**src/rtl/wds_pkg.sv**
```systemverilog
// Package: shared types of the write-drain scheduler.
// Assumes nothing beyond being compiled before the modules that import it.
package wds_pkg;

    // Internal scheduler phase.
    typedef enum logic [1:0] {
        ST_READ  = 2'd0,
        ST_TO_WR = 2'd1,
        ST_DRAIN = 2'd2,
        ST_TO_RD = 2'd3
    } sched_state_e;

    // Encodings seen on the bus_mode port.
    localparam logic [1:0] MODE_READ  = 2'd0;
    localparam logic [1:0] MODE_TURN  = 2'd1;
    localparam logic [1:0] MODE_DRAIN = 2'd2;

endpackage

```
**src/rtl/wds_wfifo.sv**
```systemverilog
// Module: write queue, a synchronous FIFO with an occupancy count.
// What it does: stores {address, data} words and shows the oldest one on head_data.
// Assumes: DEPTH >= 2; the caller never pushes when full or pops when empty.
module wds_wfifo #(
    parameter int DEPTH = 32,
    parameter int WIDTH = 48,
    localparam int PW   = $clog2(DEPTH),
    localparam int CW   = $clog2(DEPTH + 1)
) (
    input  logic             clk,
    input  logic             rst_n,
    input  logic             push,
    input  logic [WIDTH-1:0] push_data,
    input  logic             pop,
    output logic [WIDTH-1:0] head_data,
    output logic [CW-1:0]    count,
    output logic             full,
    output logic             empty
);

    logic [WIDTH-1:0] mem [DEPTH];
    logic [PW-1:0]    wr_ptr;
    logic [PW-1:0]    rd_ptr;
    logic [PW-1:0]    wr_ptr_nxt;
    logic [PW-1:0]    rd_ptr_nxt;

    // Pointer advance: natural wrap for a power-of-two depth, explicit wrap otherwise.
    generate
        if ((DEPTH & (DEPTH - 1)) == 0) begin : gen_pow2_wrap
            assign wr_ptr_nxt = wr_ptr + 1'b1;
            assign rd_ptr_nxt = rd_ptr + 1'b1;
        end else begin : gen_cmp_wrap
            assign wr_ptr_nxt = (wr_ptr == PW'(DEPTH - 1)) ? '0 : wr_ptr + 1'b1;
            assign rd_ptr_nxt = (rd_ptr == PW'(DEPTH - 1)) ? '0 : rd_ptr + 1'b1;
        end
    endgenerate

    assign full      = (count == CW'(DEPTH));
    assign empty     = (count == '0);
    assign head_data = mem[rd_ptr];

    // Storage write on push.
    always_ff @(posedge clk) begin
        if (push) begin
            mem[wr_ptr] <= push_data;
        end
    end

    // Pointer and occupancy update.
    always_ff @(posedge clk) begin
        if (!rst_n) begin
            wr_ptr <= '0;
            rd_ptr <= '0;
            count  <= '0;
        end else begin
            if (push) begin
                wr_ptr <= wr_ptr_nxt;
            end
            if (pop) begin
                rd_ptr <= rd_ptr_nxt;
            end
            unique case ({push, pop})
                2'b10:   count <= count + 1'b1;
                2'b01:   count <= count - 1'b1;
                default: count <= count;
            endcase
        end
    end

    AST_NO_OVERFLOW: assert property (@(posedge clk) disable iff (!rst_n)
        full |-> !push);
    AST_NO_UNDERFLOW: assert property (@(posedge clk) disable iff (!rst_n)
        empty |-> !pop);
    AST_COUNT_BOUND: assert property (@(posedge clk) disable iff (!rst_n)
        count <= CW'(DEPTH));

endmodule

```
**src/rtl/wds_turn_timer.sv**
```systemverilog
// Module: turnaround timer.
// What it does: after start it holds done low for TURN_CYCLES-1 cycles, so a
// phase that waits on done lasts exactly TURN_CYCLES cycles.
// Assumes: TURN_CYCLES >= 1; start comes only while the timer is idle.
module wds_turn_timer #(
    parameter int TURN_CYCLES = 6,
    localparam int TW         = $clog2(TURN_CYCLES + 1)
) (
    input  logic clk,
    input  logic rst_n,
    input  logic start,
    output logic done
);

    logic [TW-1:0] remain;

    assign done = (remain == '0);

    // Load on start, otherwise count down to zero and hold.
    always_ff @(posedge clk) begin
        if (!rst_n) begin
            remain <= '0;
        end else if (start) begin
            remain <= TW'(TURN_CYCLES - 1);
        end else if (remain != '0) begin
            remain <= remain - 1'b1;
        end
    end

    AST_START_WHEN_IDLE: assert property (@(posedge clk) disable iff (!rst_n)
        start |-> done);

endmodule

```
**src/rtl/wds_ctrl.sv**
```systemverilog
// Module: scheduler state machine.
// What it does: picks read service, turnaround or write drain, and decides
// whether a read or a write is issued this cycle.
// Assumes: LOW_WM < HIGH_WM <= queue depth; occupancy is the registered count.
module wds_ctrl
    import wds_pkg::*;
#(
    parameter int HIGH_WM = 28,
    parameter int LOW_WM  = 8,
    parameter int CW      = 6
) (
    input  logic         clk,
    input  logic         rst_n,
    input  logic [CW-1:0] occ,
    input  logic         rd_valid,
    input  logic         turn_done,
    output sched_state_e state,
    output logic         rd_ready,
    output logic         rd_go,
    output logic         wr_go,
    output logic         turn_start
);

    sched_state_e state_d;
    logic         forced_q;
    logic         forced_d;
    logic         at_high;
    logic         forced_eff;
    logic         occ_nz;

    assign at_high    = (occ >= CW'(HIGH_WM));
    assign occ_nz     = (occ != '0);
    assign forced_eff = forced_q | at_high;

    // Read acceptance: only in read mode and below the high watermark.
    assign rd_ready = (state == ST_READ) && !at_high;
    assign rd_go    = rd_ready && rd_valid;

    // Write issue during a drain: forced drains run to LOW_WM, opportunistic ones yield to reads.
    always_comb begin
        wr_go = 1'b0;
        if (state == ST_DRAIN) begin
            if (forced_eff) begin
                wr_go = (occ > CW'(LOW_WM));
            end else begin
                wr_go = occ_nz && !rd_valid;
            end
        end
    end

    // Next phase, drain kind and turnaround start.
    always_comb begin
        state_d    = state;
        forced_d   = forced_q;
        turn_start = 1'b0;
        unique case (state)
            ST_READ: begin
                if (at_high) begin
                    state_d    = ST_TO_WR;
                    forced_d   = 1'b1;
                    turn_start = 1'b1;
                end else if (!rd_valid && occ_nz) begin
                    state_d    = ST_TO_WR;
                    forced_d   = 1'b0;
                    turn_start = 1'b1;
                end
            end
            ST_TO_WR: begin
                if (turn_done) begin
                    state_d = ST_DRAIN;
                end
            end
            ST_DRAIN: begin
                forced_d = forced_eff;
                if (!wr_go) begin
                    state_d    = ST_TO_RD;
                    turn_start = 1'b1;
                end
            end
            ST_TO_RD: begin
                if (turn_done) begin
                    state_d = ST_READ;
                end
            end
            default: state_d = ST_READ;
        endcase
    end

    // Phase and drain-kind registers.
    always_ff @(posedge clk) begin
        if (!rst_n) begin
            state    <= ST_READ;
            forced_q <= 1'b0;
        end else begin
            state    <= state_d;
            forced_q <= forced_d;
        end
    end

    AST_ONE_DIRECTION: assert property (@(posedge clk) disable iff (!rst_n)
        !(rd_go && wr_go));
    AST_HIGH_STARTS_TURN: assert property (@(posedge clk) disable iff (!rst_n)
        (state == ST_READ && at_high) |=> (state == ST_TO_WR));
    AST_DRAIN_AFTER_TURN: assert property (@(posedge clk) disable iff (!rst_n)
        $rose(state == ST_DRAIN) |-> ($past(state) == ST_TO_WR));
    AST_READ_AFTER_TURN: assert property (@(posedge clk) disable iff (!rst_n)
        $rose(state == ST_READ) |-> ($past(state) == ST_TO_RD));
    AST_FORCED_HOLDS: assert property (@(posedge clk) disable iff (!rst_n)
        (state == ST_DRAIN && forced_eff && occ > CW'(LOW_WM)) |-> wr_go);

endmodule

```
**src/rtl/wdrain_sched.sv**
```systemverilog
// Module: top of the watermark write-drain scheduler.
// What it does: queues writes, issues reads directly, and drains writes in
// batches between HIGH_WM and LOW_WM with TURN_CYCLES idle cycles per switch.
// Assumes: 2 <= DEPTH, 0 <= LOW_WM < HIGH_WM <= DEPTH, TURN_CYCLES >= 1.
module wdrain_sched
    import wds_pkg::*;
#(
    parameter int DEPTH       = 32,
    parameter int HIGH_WM     = 28,
    parameter int LOW_WM      = 8,
    parameter int TURN_CYCLES = 6,
    parameter int AW          = 16,
    parameter int DW          = 32
) (
    input  logic          clk,
    input  logic          rst_n,
    input  logic          rd_valid,
    input  logic [AW-1:0] rd_addr,
    output logic          rd_ready,
    input  logic          wr_valid,
    input  logic [AW-1:0] wr_addr,
    input  logic [DW-1:0] wr_data,
    output logic          wr_ready,
    output logic          cmd_valid,
    output logic          cmd_is_write,
    output logic [AW-1:0] cmd_addr,
    output logic [DW-1:0] cmd_wdata,
    output logic [1:0]    bus_mode
);

    localparam int EW = AW + DW;
    localparam int CW = $clog2(DEPTH + 1);

    sched_state_e  state;
    logic          q_push;
    logic          q_full;
    logic          q_empty;
    logic [EW-1:0] q_head;
    logic [CW-1:0] q_count;
    logic          rd_go;
    logic          wr_go;
    logic          turn_start;
    logic          turn_done;

    assign wr_ready = !q_full;
    assign q_push   = wr_valid && !q_full;

    wds_wfifo #(
        .DEPTH (DEPTH),
        .WIDTH (EW)
    ) u_wfifo (
        .clk       (clk),
        .rst_n     (rst_n),
        .push      (q_push),
        .push_data ({wr_addr, wr_data}),
        .pop       (wr_go),
        .head_data (q_head),
        .count     (q_count),
        .full      (q_full),
        .empty     (q_empty)
    );

    wds_turn_timer #(
        .TURN_CYCLES (TURN_CYCLES)
    ) u_timer (
        .clk   (clk),
        .rst_n (rst_n),
        .start (turn_start),
        .done  (turn_done)
    );

    wds_ctrl #(
        .HIGH_WM (HIGH_WM),
        .LOW_WM  (LOW_WM),
        .CW      (CW)
    ) u_ctrl (
        .clk        (clk),
        .rst_n      (rst_n),
        .occ        (q_count),
        .rd_valid   (rd_valid),
        .turn_done  (turn_done),
        .state      (state),
        .rd_ready   (rd_ready),
        .rd_go      (rd_go),
        .wr_go      (wr_go),
        .turn_start (turn_start)
    );

    // Command port: a write takes the queue head, otherwise the incoming read.
    always_comb begin
        cmd_valid    = rd_go || wr_go;
        cmd_is_write = wr_go;
        cmd_addr     = wr_go ? q_head[EW-1:DW] : rd_addr;
        cmd_wdata    = wr_go ? q_head[DW-1:0] : '0;
    end

    // Mode report for the status port.
    always_comb begin
        unique case (state)
            ST_READ:  bus_mode = MODE_READ;
            ST_DRAIN: bus_mode = MODE_DRAIN;
            default:  bus_mode = MODE_TURN;
        endcase
    end

    AST_TURN_SILENT: assert property (@(posedge clk) disable iff (!rst_n)
        (bus_mode == MODE_TURN) |-> !cmd_valid);
    AST_READ_ONLY_IN_READ: assert property (@(posedge clk) disable iff (!rst_n)
        (cmd_valid && !cmd_is_write) |-> (bus_mode == MODE_READ));
    AST_WRITE_ONLY_IN_DRAIN: assert property (@(posedge clk) disable iff (!rst_n)
        (cmd_valid && cmd_is_write) |-> (bus_mode == MODE_DRAIN));
    AST_POP_NONEMPTY: assert property (@(posedge clk) disable iff (!rst_n)
        wr_go |-> !q_empty);

endmodule

```
**config.mk**
```make
export PLATFORM = sky130hd
export DESIGN_NAME = wdrain_sched
export DESIGN_NICKNAME = d
export VERILOG_FILES = /design/src/rtl/wds_pkg.sv /design/src/rtl/wds_wfifo.sv /design/src/rtl/wds_turn_timer.sv /design/src/rtl/wds_ctrl.sv /design/src/rtl/wdrain_sched.sv
export SDC_FILE = /design/constraint.sdc
export NUM_CORES = 1
export LEC_CHECK = 0
export ABC_AREA = 1
export BUFFER_PORTS_ARGS = -buffer_cell sky130_fd_sc_hd__buf_2
export CORE_MARGIN = 2
export CORE_UTILIZATION = 23
export DETAILED_ROUTE_END_ITERATION = 8
export HOLD_SLACK_MARGIN = 0.08
export MAX_ROUTING_LAYER = met4
export SLEW_MARGIN = 10
export SYNTH_ARGS = -nofsm -noshare
export SYNTH_HDL_FRONTEND = slang
export SYNTH_SLANG_ARGS = --single-unit
```
**constraint.sdc**
```tcl
create_clock -name clk -period 6.4 [get_ports clk]
set_clock_uncertainty 0.2 [all_clocks]
set_input_delay 0.96 -clock clk [delete_from_list [all_inputs] [get_ports clk]]
set_output_delay 0.96 -clock clk [all_outputs]
set_load 0.01 [all_outputs]
```
==> results.py <==
metrics = {
    "status": {
        "outcome": "completed",
    },
    "worst_setup_path": {
        "arrival_ns": 4.36,
        "crit_path_max_fanout": 132,
        "r2r_cells": 9,
        "end_kind": "output port",
        "critPathLaunchType": "flop",
        "critical_path_class": "reg -> out",
        "required_ns": 5.24,
    },
    "global_route": {
        "grt_overflow_total": 0,
        "grt_pass1_wl_mm": 270,
        "grt_pass1_vias": 39500,
        "antenna_found_initial": 29,
        "grt_max_degree": 207,
        "grt_usage_pct": 13.2,
    },
    "sta": {
        "rsz0062_at_grt": "no",
        "clock.fmax_mhz": 181,
        "max-slew-margin-rel_pct": 15.4,
        "setup_viol": 0,
        "layout_min_cycle_time_ns": 5.52,
        "hold_viol": 0,
        "post-route-period-util_pct": 86.2,
        "worstMarginPinSlew_ns": 1.27,
        "slew_viol_final": 0,
        "final.setup.tns_ns": 0,
    },
    "power_and_ir_drop": {
        "vdd_drop_max_mv": 0.224,
        "power_frac_comb_pct": 9.9,
        "p_seq_share_pct": 51.1,
        "p_per_area_nw_per_um2": 308,
        "p_sw_share_pct": 24.7,
        "power.switching_w": 0.00550,
        "p_leak_nw": 24.6,
        "cellInternalPower_w": 0.0168,
        "p_clk_share_pct": 38.9,
    },
    "logic_synthesis": {
        "synth.area.mux_share_pct": 0,
        "synth.area.top_cells": "edfxtp_1, nand3_1, nand2_1",
        "syn_nets": 5348,
        "ys_warn_count": 0,
        "synth-edff-count": 1536,
        "post_synth_and_or_nand_nor_area_fraction_pct": 22.0,
        "synth-main-ff-cell": "edfxtp_1",
        "ys_async_sr_fraction_pct": 0,
        "synthAdderAreaFrac_pct": 0.277,
        "synth_top_family_by_area": "simple AND/OR/NAND/NOR gates",
        "synth_compound_area_share_pct": 0.528,
        "ys_ff_latch": 1563,
        "synth_top_area_share_pct": 73.0,
        "synthTopCellsByCount": "nand2_1, edfxtp_1, nand3_1",
        "syn_area_um2": 63200,
        "synth_seq_area_share_pct": 73.8,
        "postSynthAreaPerCell_um2": 12.0,
        "yosysTopAreaCell": "edfxtp_1",
        "synth.most_common_cell": "nand2_1",
        "syn_inst": 5266,
        "synth.distinct_cells": 26,
        "synth-xor-area-share_pct": 0.166,
    },
    "drt": {
        "wl_per_cell_um": 20.6,
        "viasPerCell": 4.66,
        "ant_nets": 0,
        "wl_mm": 186,
        "vias": 41900,
        "drcViolationCount": 0,
        "drt_iter0_drc": 5676,
        "drt_pass1_iterations": 6,
    },
    "finish": {
        "seq_area_um2": 46700,
        "layout.nets": 5383,
        "layout-drive-gt1-share_pct": 8.42,
        "final_core_util_pct": 26.4,
        "multi_input_area_um2": 14800,
        "areaGrowthSynthToFinish_pct": 14.5,
        "nFillCells": 28000,
        "final_cell_area_um2": 72400,
    },
    "placement": {
        "post_dp_cell_area_um2": 67700,
        "dp_hpwl_mm": 92.6,
        "portBuffers": 121,
        "place_congestion": 0.771,
    },
    "clock_network": {
        "cts_resized": 0,
        "hold_buffers": 0,
        "cts_tree": "yes",
        "clock_sinks": 1563,
        "clock_latency_ns": 0.78,
        "clockBufferDepth": 4,
        "cts-root-buf": "clkbuf_16",
        "cts_setup_buffers": 0,
        "cts_buffers": 158,
        "clk_pin_slew_worst_paths_ns": 0.07,
        "htreeDepth": 4,
    },
    "floorplan": {
        "fp-row-count": 192,
        "die-height_um": 528,
        "die_area_um2": 279000,
        "io_pins": 122,
        "die_w_um": 528,
        "initial_core_util_pct": 23.1,
        "coreArea_um2": 274000,
    },
    "hold_path": {
        "hp-class": "reg -> reg",
        "min_delay_path_depth": 2,
    },
    "run": {
        "cap_violations": 0,
    },
}
-- cell families after synthesis --
logic type / count (synthesis)
and+or+nand+nor: 3230
DFF: 1563
buffers and inverters: 382
AOI/OAI and AO/OA: 65
adders and majority gates: 14
xor gates and xnor gates: 12
-- per-stage QoR --
step | worst slack [ns] | cells | hold WS, ns | power [W]
floorplan | 1.08 | 5266 | 0.261 | 0.0132
global placement | 1.65 | 8730 | 0.281 | 0.0138
detailed placement | 1.63 | 8730 | 0.288 | 0.0138
CTS | 0.771 | 8991 | 0.298 | 0.0224
global route | 0.623 | 8997 | 0.323 | 0.0231
finish | 0.881 | 9000 | 0.294 | 0.0223
-- per-layer routing --
| layer | vias up | track usage, % | part of all wire (%) |
|---|---|---|---|
| met4 | 0 | 2.98 | 2.3 |
| met5 | - | - | 0 |
| met3 | 314 | 2.17 | 9.2 |
| met1 | 20900 | 18.0 | 42 |
| met2 | 1977 | 20.6 | 46 |
| li1 | 18700 | - | - |
-- placed cells by master (no fill, tap or decap) --
cell type,netlist,routed
nand2_1,1759,1759
edfxtp_1,1536,1536
nand3_1,1410,1409
clkbuf_16,0,162
buf_2,173,121
buf_4,43,75
a21oi_1,48,48
clkinv_1,1,37
inv_1,38,36
nor2_4,0,32
clkbuf_1,71,32
nor2_1,54,23
dfxtp_1,27,22
buf_12,0,20
clkinv_2,0,17
o21ai_0,14,14
ha_1,14,14
diode_2,0,9
xor2_1,7,7
bufinv_16,0,6
xnor2_1,5,5
dfxtp_4,0,5
inv_8,0,3
inv_6,0,3
clkinv_4,0,3
nand2_2,2,2
nor3_1,3,2
o21ai_1,1,1
o21bai_2,1,1
inv_4,0,1
nand3_4,0,1
nor3_2,0,1
nor3b_1,1,1
a21o_1,1,1
clkinv_8,0,1
clkinvlp_4,0,1
-- sequential cells by signal, indices dropped and copies added (netlist names), named ones only --
| name | count |
|---|---|
| u_ctrl.forced_q | 1 |
| u_ctrl.state | 2 |
| u_timer.remain | 3 |
| u_wfifo.count | 6 |
| u_wfifo.mem | 1536 |
| u_wfifo.rd_ptr | 5 |
| u_wfifo.wr_ptr | 5 |
-- power by group through the flow --
stage               sequential [W]  clock, W  combinational (W)
floorplan                   0.0116         0            0.00160
detailed placement          0.0116         0            0.00222
global route                0.0114   0.00921            0.00249
finish                      0.0114   0.00867            0.00221
global placement            0.0116         0            0.00218
CTS                         0.0114   0.00880            0.00222
-- worst max-delay path, stage by stage (launching register included) --
cell	delay [ns]
dfxtp_4	0.55
inv_8	0.72
buf_4	0.64
buf_4	0.68
nand3_1	0.15
nand3_1	0.10
nand2_1	0.08
nand2_1	0.06
nand3_1	0.13
nand3_1	0.20
nand2_1	0.06
buf_2	0.14
-- layout make-up --
| class | instances | share of cell area [%] |
|---|---|---|
| diodes | 9 | 0.0311 |
| inverters | 41 | 0.249 |
| well taps | 3589 | 6.21 |
| flip-flops and latches | 1563 | 64.5 |
| clock inverters | 67 | 0.657 |
| repair buffers | 216 | 2.17 |
| multi-input cells | 3321 | 20.4 |
| clock buffers | 194 | 5.77 |
-- worst paths after layout --
kind,start,to,slack (ns)
worst min register to register,u_wfifo.count[5]$_SDFFE_PN0P_,u_wfifo.count[5]$_SDFFE_PN0P_,0.29
worst min-delay path,u_wfifo.count[5]$_SDFFE_PN0P_,u_wfifo.count[5]$_SDFFE_PN0P_,0.29
worst max register to register,u_wfifo.count[2]$_SDFFE_PN0P_,u_wfifo.mem[14][42]$_DFFE_PP_,2.44
worst max-delay path,flop,cmd_addr[5],0.88
Note: power is estimated with default switching activity, not from simulation.
